File: config.mk
export PLATFORM = sky130hd
export DESIGN_NAME = uart_rxq_dma
export DESIGN_NICKNAME = d
export VERILOG_FILES = /design/src/rtl/uart_rxq_pkg.sv /design/src/rtl/rxq_store.sv /design/src/rtl/rxq_watermark.sv /design/src/rtl/rxq_errflags.sv /design/src/rtl/uart_rxq_dma.sv
export SDC_FILE = /design/constraint.sdc
export NUM_CORES = 1
export LEC_CHECK = 0
export ABC_CLOCK_PERIOD_IN_PS = 5600
export CAP_MARGIN = 5
export CELL_PAD_IN_SITES_DETAIL_PLACEMENT = 1
export CELL_PAD_IN_SITES_GLOBAL_PLACEMENT = 1
export CORE_ASPECT_RATIO = 0.5
export CORE_MARGIN = 2
export CORE_UTILIZATION = 45
export CTS_CLUSTER_SIZE = 8
export DETAILED_ROUTE_END_ITERATION = 8
export PLACE_DENSITY = 0.71
export SLEW_MARGIN = 0
export SYNTH_ARGS = -nofsm -noshare
export SYNTH_HDL_FRONTEND = slang
export SYNTH_SLANG_ARGS = --single-unit
File: constraint.sdc
create_clock -name clk -period 5.6 [get_ports clk]
set_input_delay 0.56 -clock clk [delete_from_list [all_inputs] [get_ports clk]]
set_output_delay 0.56 -clock clk [all_outputs]
set_load 0.01 [all_outputs]
File: src/rtl/uart_rxq_pkg.sv
package uart_rxq_pkg;

    typedef enum logic [1:0] {
        TRIG_ONE       = 2'b00,
        TRIG_QUARTER   = 2'b01,
        TRIG_HALF      = 2'b10,
        TRIG_NEAR_FULL = 2'b11
    } trig_e;

    // Per-cycle decision for the store, derived from the strobes and state.
    typedef struct packed {
        logic push;     // character accepted into the store
        logic pop;      // head entry consumed by the DMA side
        logic ovf_ev;   // character dropped for lack of space
        logic udf_ev;   // read on an empty store
    } qop_t;

    localparam int unsigned NUM_ERR = 2;
    localparam int unsigned ERR_OVF = 0;
    localparam int unsigned ERR_UDF = 1;

    function automatic int unsigned wm_entries(trig_e sel, int unsigned depth);
        case (sel)
            TRIG_ONE:       return 1;
            TRIG_QUARTER:   return depth / 4;
            TRIG_HALF:      return depth / 2;
            default:        return depth - 2;
        endcase
    endfunction

endpackage

File: src/rtl/rxq_store.sv
module rxq_store #(
    parameter int unsigned DEPTH = 16,
    parameter int unsigned DW    = 8,
    localparam int unsigned AW   = $clog2(DEPTH),
    localparam int unsigned CW   = AW + 1
) (
    input  logic                 clk,
    input  logic                 rst,
    input  logic                 flush,
    input  uart_rxq_pkg::qop_t   op,
    input  logic [DW-1:0]        wr_data,
    output logic [DW-1:0]        head,
    output logic [CW-1:0]        count,
    output logic                 is_full,
    output logic                 is_empty
);
    logic [DW-1:0] mem [DEPTH];
    logic [AW-1:0] wr_ptr, rd_ptr;

    always_ff @(posedge clk) begin
        if (rst || flush) begin
            wr_ptr <= '0;
            rd_ptr <= '0;
            count  <= '0;
        end else begin
            if (op.push) wr_ptr <= wr_ptr + AW'(1);
            if (op.pop)  rd_ptr <= rd_ptr + AW'(1);
            case ({op.push, op.pop})
                2'b10:   count <= count + CW'(1);
                2'b01:   count <= count - CW'(1);
                default: count <= count;
            endcase
        end
    end

    always_ff @(posedge clk) begin
        if (!rst && !flush && op.push) mem[wr_ptr] <= wr_data;
    end

    assign head     = mem[rd_ptr];
    assign is_full  = (count == CW'(DEPTH));
    assign is_empty = (count == '0);

endmodule

File: src/rtl/rxq_watermark.sv
module rxq_watermark #(
    parameter int unsigned DEPTH = 16,
    localparam int unsigned CW   = $clog2(DEPTH) + 1
) (
    input  logic [1:0]    trig,
    input  logic [CW-1:0] count,
    output logic [CW-1:0] mark,
    output logic          req
);
    import uart_rxq_pkg::*;

    logic [CW-1:0] lut [4];

    // One threshold per selector code, computed at elaboration.
    for (genvar g = 0; g < 4; g++) begin : g_mark
        localparam int unsigned ENT = wm_entries(trig_e'(g), DEPTH);
        localparam int unsigned CLP = (ENT < 1) ? 1 : ENT;
        assign lut[g] = CW'(CLP);
    end

    assign mark = lut[trig];
    assign req  = (count >= mark);

endmodule

File: src/rtl/rxq_errflags.sv
module rxq_errflags #(
    parameter int unsigned N = 2
) (
    input  logic         clk,
    input  logic         rst,
    input  logic         flush,
    input  logic         clr,
    input  logic [N-1:0] ev,
    output logic [N-1:0] flag
);
    for (genvar i = 0; i < N; i++) begin : g_flag
        always_ff @(posedge clk) begin
            if (rst || flush)  flag[i] <= 1'b0;
            else if (ev[i])    flag[i] <= 1'b1;
            else if (clr)      flag[i] <= 1'b0;
        end
    end

endmodule

File: src/rtl/uart_rxq_dma.sv
module uart_rxq_dma #(
    parameter int unsigned DEPTH = 16,
    parameter int unsigned DW    = 8,
    localparam int unsigned CW   = $clog2(DEPTH) + 1
) (
    input  logic          clk,
    input  logic          rst,
    input  logic          fifo_clr,
    input  logic          err_clr,
    input  logic [1:0]    trig_sel,
    input  logic          rx_valid,
    input  logic [DW-1:0] rx_data,
    input  logic          rd_en,
    output logic [DW-1:0] rd_data,
    output logic          rd_valid,
    output logic          dma_req,
    output logic [CW-1:0] level,
    output logic          full,
    output logic          empty,
    output logic          ovf_flag,
    output logic          udf_flag
);
    import uart_rxq_pkg::*;

    qop_t                op;
    logic [DW-1:0]       head;
    logic [CW-1:0]       mark;
    logic [NUM_ERR-1:0]  err_ev, err_q;
    logic                req_raw;

    always_comb begin
        op        = '0;
        op.pop    = rd_en && !empty && !fifo_clr;
        op.push   = rx_valid && !fifo_clr && (!full || op.pop);
        op.ovf_ev = rx_valid && !fifo_clr && full && !op.pop;
        op.udf_ev = rd_en && !fifo_clr && empty;
    end

    rxq_store #(.DEPTH(DEPTH), .DW(DW)) u_store (
        .clk      (clk),
        .rst      (rst),
        .flush    (fifo_clr),
        .op       (op),
        .wr_data  (rx_data),
        .head     (head),
        .count    (level),
        .is_full  (full),
        .is_empty (empty)
    );

    rxq_watermark #(.DEPTH(DEPTH)) u_mark (
        .trig  (trig_sel),
        .count (level),
        .mark  (mark),
        .req   (req_raw)
    );

    assign err_ev[ERR_OVF] = op.ovf_ev;
    assign err_ev[ERR_UDF] = op.udf_ev;

    rxq_errflags #(.N(NUM_ERR)) u_err (
        .clk   (clk),
        .rst   (rst),
        .flush (fifo_clr),
        .clr   (err_clr),
        .ev    (err_ev),
        .flag  (err_q)
    );

    assign rd_valid = op.pop;
    assign rd_data  = op.pop ? head : '0;
    assign dma_req  = req_raw && (mark != '0);
    assign ovf_flag = err_q[ERR_OVF];
    assign udf_flag = err_q[ERR_UDF];

endmodule

# After elaboration in Yosys (flattened, before gate mapping)
# Memories as Yosys holds them, arrays and structs flattened. A register that Yosys moved wholly into a read port is not among the register bits.
# Cells that the tools add are included.
# W data, S select, Z words.
[word_totals]
reg_bits = 15
memories = 1
output_inout_bits = 19
ramBits = 128
[mem_list]
columns = ["memory", "words", "width", "read_ports", "rd_clocked_by_memory_dff", "wr", "line", "source"]
rows = [
  ["u_store.mem", 16, 8, 1, 1, 1, "rxq_store.sv:17", "logic [DW-1:0] mem [DEPTH];"],
]
[classes]
addsub = 4
reduce_logical = 23
n_mux = 12
n_bitwise = 1
n_lt_le_gt_ge = 2
n_eq_ne = 3
[ops]
columns = ["cell", "count"]
rows = [
  ["$logic_and A1 B1 Y1", 11],
  ["$bmux W5 S2", 1],
  ["$mux W5", 2],
  ["$pmux W5 S2", 1],
  ["$add A4 B1 Y4 const B", 2],
  ["$mux W4", 2],
  ["$mux W8", 1],
  ["$reduce_bool A2 Y1", 3],
  ["$add A5 B1 Y5 const B", 1],
  ["$eq A5 B5 Y1 const B", 1],
  ["$ge A5 B5 Y1", 1],
  ["$logic_not A1 Y1", 5],
  ["$logic_not A5 Y1", 1],
  ["$mux W1", 5],
  ["$reduce_bool A5 Y1", 1],
  ["$sub A5 B1 Y5 const B", 1],
  ["$ge A3 B3 Y1 const B", 1],
  ["$not A2 Y3", 1],
  ["$eq A2 B1 Y1 const B", 1],
  ["$eq A2 B2 Y1 const B", 1],
  ["$logic_or A1 B1 Y1", 2],
]

# Longest topological paths before layout
[logic_depth]
ltp_word = 9
mapped_depth = 10

# Hierarchy
# A second synthesis with hierarchy kept.
[unflattened]
hier_cells = 361
area_unflattened_um2 = 6193.4
[by_module_without_submodules]
columns = ["mod", "instances", "seq_area_each_um2", "area_each_um2", "cells_each"]
rows = [
  ["rxq_store", 1, 4184.0, 5861.9, 315],
  ["rxq_watermark", 1, 0.0, 142.6, 20],
  ["uart_rxq_dma", 1, 0.0, 112.6, 17],
  ["rxq_errflags", 1, 40.0, 76.3, 9],
]

# Worst setup path before layout
# OpenSTA, ideal clock, no wires.
[synth_path]
kind = "input to register"
startpoint = "in fifo_clr"
endpoint = "reg u_store.count[4]"
t_required_ns = 5.471
setup_ns = 0.129
setup_slack_ns = 3.232
n_path_buf = 0
path_stages = 9
arrival_ns = 2.240
cell_sequence = "or3b_2 -> a21oi_2 -> xor2_1 -> ha_1 -> or3_1 -> a21oi_1 -> a22oi_1 -> xnor2_1 -> nor2_1"
[synth_via]
elab_chain_cells = 6
word_cells_on_any_way = 10
[synth_rtl]
columns = ["item", "line", "source"]
rows = [
  ["start, declared", "uart_rxq_dma.sv:8", "input logic fifo_clr,"],
  ["$logic_not A1 Y1", "uart_rxq_dma.sv:33, uart_rxq_dma.sv:34", ""],
  ["$logic_and A1 B1 Y1", "uart_rxq_dma.sv:33", "op.pop = rd_en && !empty && !fifo_clr;"],
  ["$logic_or A1 B1 Y1", "uart_rxq_dma.sv:34", "op.push = rx_valid && !fifo_clr && (!full || op.pop);"],
  ["$logic_and A1 B1 Y1", "uart_rxq_dma.sv:34", ""],
  ["$eq A2 B1 Y1 or $eq A2 B2 Y1 (tied branches)", "rxq_store.sv:28", "case ({op.push, op.pop})"],
  ["$pmux W5 S2 or $reduce_bool A2 Y1 (tied branches)", "n/a", ""],
  ["end signal, assigned", "rxq_store.sv:29", "2'b10: count <= count + CW'(1);"],
  ["end signal, assigned", "rxq_store.sv:30", "2'b01: count <= count - CW'(1);"],
  ["end signal, assigned", "rxq_store.sv:31", "default: count <= count;"],
  ["end, declared", "rxq_store.sv:13", "output logic [CW-1:0] count,"],
]
# Several ways; a longest one is shown, not always the timed one.
# A chain may end at the register's enable or synchronous reset.

==> impl_metrics.xml <==
<?xml version="1.0" encoding="UTF-8"?>
<metrics>
  <group name="clocking">
    <metric name="cts.hold.buffers_added" unit="">0</metric>
    <metric name="clk_path_buf_depth" unit="">2</metric>
    <metric name="cts_setup_buffers" unit="">0</metric>
    <metric name="cts_resized" unit="">0</metric>
    <metric name="clock_latency" unit="ns">0.42</metric>
    <metric name="cts_buffers" unit="">17</metric>
    <metric name="clock_net_sink_count" unit="">147</metric>
    <metric name="htreeDepth" unit="">4</metric>
    <metric name="cts_tree" unit="">yes</metric>
    <metric name="clock_tree.root_cell" unit="">clkbuf_16</metric>
    <metric name="cts.clk_slew.worst_paths" unit="ns">0.06</metric>
  </group>
  <group name="worst_setup_path">
    <metric name="worst_reg_to_reg_path_cell_count" unit="">5</metric>
    <metric name="critical_path.cell_chain" unit="">buf_4, mux4_2, mux2i_1, a211oi_1, clkdlybuf4s50_1</metric>
    <metric name="reg2reg_slack" unit="ns">2.67</metric>
    <metric name="worst_r2r_endpoint" unit="">u_store.mem[2][5]</metric>
    <metric name="critPathKind" unit="">flip-flop to output pin</metric>
    <metric name="critPathArrivalTime" unit="ns">3.15</metric>
    <metric name="worst-path-max-fanout" unit="">21</metric>
    <metric name="slowest_delay" unit="ns">0.85</metric>
    <metric name="worst_r2r_startpoint" unit="">u_store.count[1]</metric>
    <metric name="critPathSlowestCell" unit="">dfxtp_2</metric>
    <metric name="crit_path_start_kind" unit="">flip-flop</metric>
    <metric name="cp-end-kind" unit="">output pin</metric>
    <metric name="crit_required" unit="ns">5.04</metric>
  </group>
  <group name="status">
    <metric name="run_status" unit="">finished clean</metric>
  </group>
  <group name="sta">
    <metric name="finalClockSkew" unit="ns">0.00820</metric>
    <metric name="holdWs" unit="ns">0.486</metric>
    <metric name="final.min_clock_period" unit="ns">3.71</metric>
    <metric name="finalSetupViolCount" unit="">0</metric>
    <metric name="grt_setup_unrepaired" unit="">false</metric>
    <metric name="timing.slew.headroom" unit="%">15.3</metric>
    <metric name="postLayoutSetupSlackWorst" unit="ns">1.89</metric>
    <metric name="finalSetupTns" unit="ns">0</metric>
    <metric name="post-route-period-util" unit="%">66.3</metric>
    <metric name="max_clock_freq" unit="MHz">269</metric>
    <metric name="finalHoldViolations" unit="">0</metric>
    <metric name="slew_viols_final" unit="">0</metric>
    <metric name="tightest_slew" unit="ns">1.26</metric>
  </group>
  <group name="drt">
    <metric name="wl" unit="mm">13.4</metric>
    <metric name="routed-wl-met3" unit="um">775</metric>
    <metric name="remaining_drc_errors" unit="">0</metric>
    <metric name="post_drt_via_cell_ratio" unit="">5.58</metric>
    <metric name="wirelength_met1" unit="mm">5.83</metric>
    <metric name="route.met2.wl" unit="mm">6.75</metric>
    <metric name="dr_total_vias" unit="">3246</metric>
    <metric name="drtIter0Drc" unit="">163</metric>
    <metric name="first_pass_iters" unit="">5</metric>
    <metric name="route.antenna.remaining_nets" unit="">0</metric>
    <metric name="final_routed_wire_length_divided_by_cell_count" unit="um">23.1</metric>
    <metric name="maxUsedRoutingLayer" unit="">met4</metric>
  </group>
  <group name="pwr">
    <metric name="power_switching" unit="uW">499</metric>
    <metric name="power.ir.vdd_worst" unit="mV">0.193</metric>
    <metric name="p_int" unit="mW">1.85</metric>
    <metric name="swShare" unit="%">21.2</metric>
    <metric name="power" unit="mW">2.35</metric>
    <metric name="seq_power_share" unit="%">50.9</metric>
    <metric name="clockPowerShare" unit="%">45.8</metric>
    <metric name="power.density" unit="nW/um^2">327</metric>
    <metric name="combinationalPowerShare" unit="%">3.2</metric>
    <metric name="static-leakage-power" unit="nW">2.29</metric>
  </group>
  <group name="min_path">
    <metric name="hold-path-cell-count" unit="">2</metric>
    <metric name="hold_class" unit="">flip-flop to flip-flop</metric>
    <metric name="worstHoldEndpoint" unit="">u_store.rd_ptr[3]</metric>
    <metric name="hold_start" unit="">u_store.rd_ptr[3]</metric>
  </group>
  <group name="yosys">
    <metric name="netlist_area" unit="um^2">6150</metric>
    <metric name="synth.area.top_cells" unit="">edfxtp_1 63%, mux4_2 12%, dfxtp_1 6.2%, ha_1 2.6%, a211oi_1 2.1%</metric>
    <metric name="asyncSetResetFlopFracSynth" unit="%">0</metric>
    <metric name="yosysWarningCount" unit="">0</metric>
    <metric name="post_synth_inst_count" unit="">356</metric>
    <metric name="yosysMostFrequentCell" unit="">edfxtp_1</metric>
    <metric name="post_synth_most_frequent_cells" unit="">128 x edfxtp_1, 32 x mux4_2, 32 x nor2_1</metric>
    <metric name="part_of_the_yosys_area_used_for_sequential_elements" unit="%">68.7</metric>
    <metric name="synth-edff-count" unit="">128</metric>
    <metric name="postSynthAreaPerCell" unit="um^2">17.3</metric>
    <metric name="synth_flop_cell" unit="">edfxtp_1</metric>
    <metric name="synth_nets" unit="">385</metric>
    <metric name="ys_seq_elements" unit="">147</metric>
    <metric name="synth_top_cell_area_share" unit="%">62.5</metric>
    <metric name="ys_types" unit="">41</metric>
    <metric name="synthDominantAreaCellType" unit="">edfxtp_1</metric>
  </group>
  <group name="cells_and_area">
    <metric name="n_antenna_cell" unit="">0</metric>
    <metric name="fin_cells" unit="">582</metric>
    <metric name="drive_gt1_share" unit="%">19.7</metric>
    <metric name="area_added_between_synthesis_and_finish" unit="%">16.9</metric>
    <metric name="layout.nets" unit="">422</metric>
  </group>
  <group name="grt">
    <metric name="antenna_found_initial" unit="">0</metric>
    <metric name="grt_pass1_wl" unit="mm">20.8</metric>
    <metric name="globalRouteOverflowTotal" unit="">0</metric>
    <metric name="first_global_vias" unit="">3505</metric>
    <metric name="grt_max_degree" unit="">23</metric>
    <metric name="grt_use_total" unit="%">20.0</metric>
  </group>
  <group name="place">
    <metric name="placement.setup.worst_slack" unit="ns">1.80</metric>
    <metric name="detailed_placement_wirelength_estimate" unit="mm">9.09</metric>
    <metric name="place.port_buffers" unit="">34</metric>
    <metric name="placed_cells" unit="">550</metric>
    <metric name="gp_routability_congestion" unit="">0.852</metric>
  </group>
  <group name="die">
    <metric name="coreArea" unit="um^2">13400</metric>
    <metric name="die_y" unit="um">86.6</metric>
    <metric name="die_width" unit="um">169</metric>
    <metric name="fp.dieArea" unit="um^2">14700</metric>
    <metric name="initial_utilization" unit="%">45.7</metric>
    <metric name="placement_rows" unit="">30</metric>
    <metric name="io_pins" unit="">35</metric>
  </group>
  <group name="run">
    <metric name="max_cap_violations" unit="">0</metric>
  </group>
</metrics>
==> layer usage <==
layer	vias to the layer above	GRT usage [%]
met5	-	0
met4	0	5.28
met3	8	6.21
met1	1672	26.0
li1	1469	-
met2	97	33.1
==> flip-flops by register name, summed over array words and instances, names as in the netlist, named ones only <==
name            cells
u_store.mem       128
u_store.count       5
u_store.rd_ptr      4
u_store.wr_ptr      4
u_err.flag          2
==> power by group through the flow <==
stage	logic [mW]	clock network (mW)	registers (mW)
after floorplan	0.0363	0	1.22
after global placement	0.0722	0	1.22
after detailed placement	0.0767	0	1.22
after CTS	0.0770	1.09	1.20
after global routing	0.0835	1.13	1.20
final	0.0757	1.08	1.20
==> layout make-up <==
| type | instances | area [um^2] |
|---|---|---|
| tap | 176 | 220 |
| inverter | 12 | 45.0 |
| clock buffer | 20 | 479 |
| sequential | 147 | 4230 |
| fill | 1256 | 6250 |
| timing repair buffer | 37 | 363 |
| multi-input combinational | 178 | 1760 |
| clock inverter | 12 | 90.1 |
==> how the worst max path moves through the flow <==
| stage | startpoint | to | slack (ns) | depth (start not counted) |
|---|---|---|---|---|
| 2_1_floorplan | fifo_clr | u_store.count[4] | 3.23 | 9 |
| 3_3_place_gp | fifo_clr | u_store.mem[1][4] | 2.02 | 5 |
| 3_5_place_dp | fifo_clr | u_store.mem[1][4] | 1.80 | 5 |
| 4_1_cts | flip-flop | rd_data[6] | 1.77 | 5 |
| 5_1_grt | flip-flop | rd_data[6] | 1.64 | 5 |
| 6_report | flip-flop | rd_data[6] | 1.89 | 5 |
==> cells by family after synthesis <==
group	synth area share, %
DFF	68.7
adders and majority gates	2.65
xor gates and xnor gates	1.57
buffers and inverters	2.71
and+or+nand+nor	6.25
AOI/OAI and AO/OA	4.74
muxes	13.4
==> critical path: cells and delay by family, from the launching register on <==
kind / cells / cell delay [ns]
compound gates: 1 / 0.13
buf+inv: 2 / 0.91
flops: 1 / 0.85
mux: 2 / 0.83
==> metrics by stage <==
step	util [%]	area [um^2]
after global routing	53.5	7180
after CTS	53.4	7180
after detailed placement	49.2	6610
final	53.5	7180
after floorplan	-	6150
after global placement	49.2	6610
==> placed cells by master, fill, tap and decap left out, types with 4 or more instances in the layout <==
cell             count
clkdlybuf4s50_1     34
nor2b_1             10
ha_1                13
nand2b_1             4
nand2_1              9
a21oi_1              4
nand3_1              4
clkbuf_16           19
inv_4                6
mux4_2              32
inv_1               12
xor2_1               6
mux2i_1             10
a211oi_1            17
clkinv_4             4
edfxtp_1           128
xnor2_1              5
dfxtp_1             18
nor2_1              32
nor3_1               4
Power figures use the tool's default switching activity.
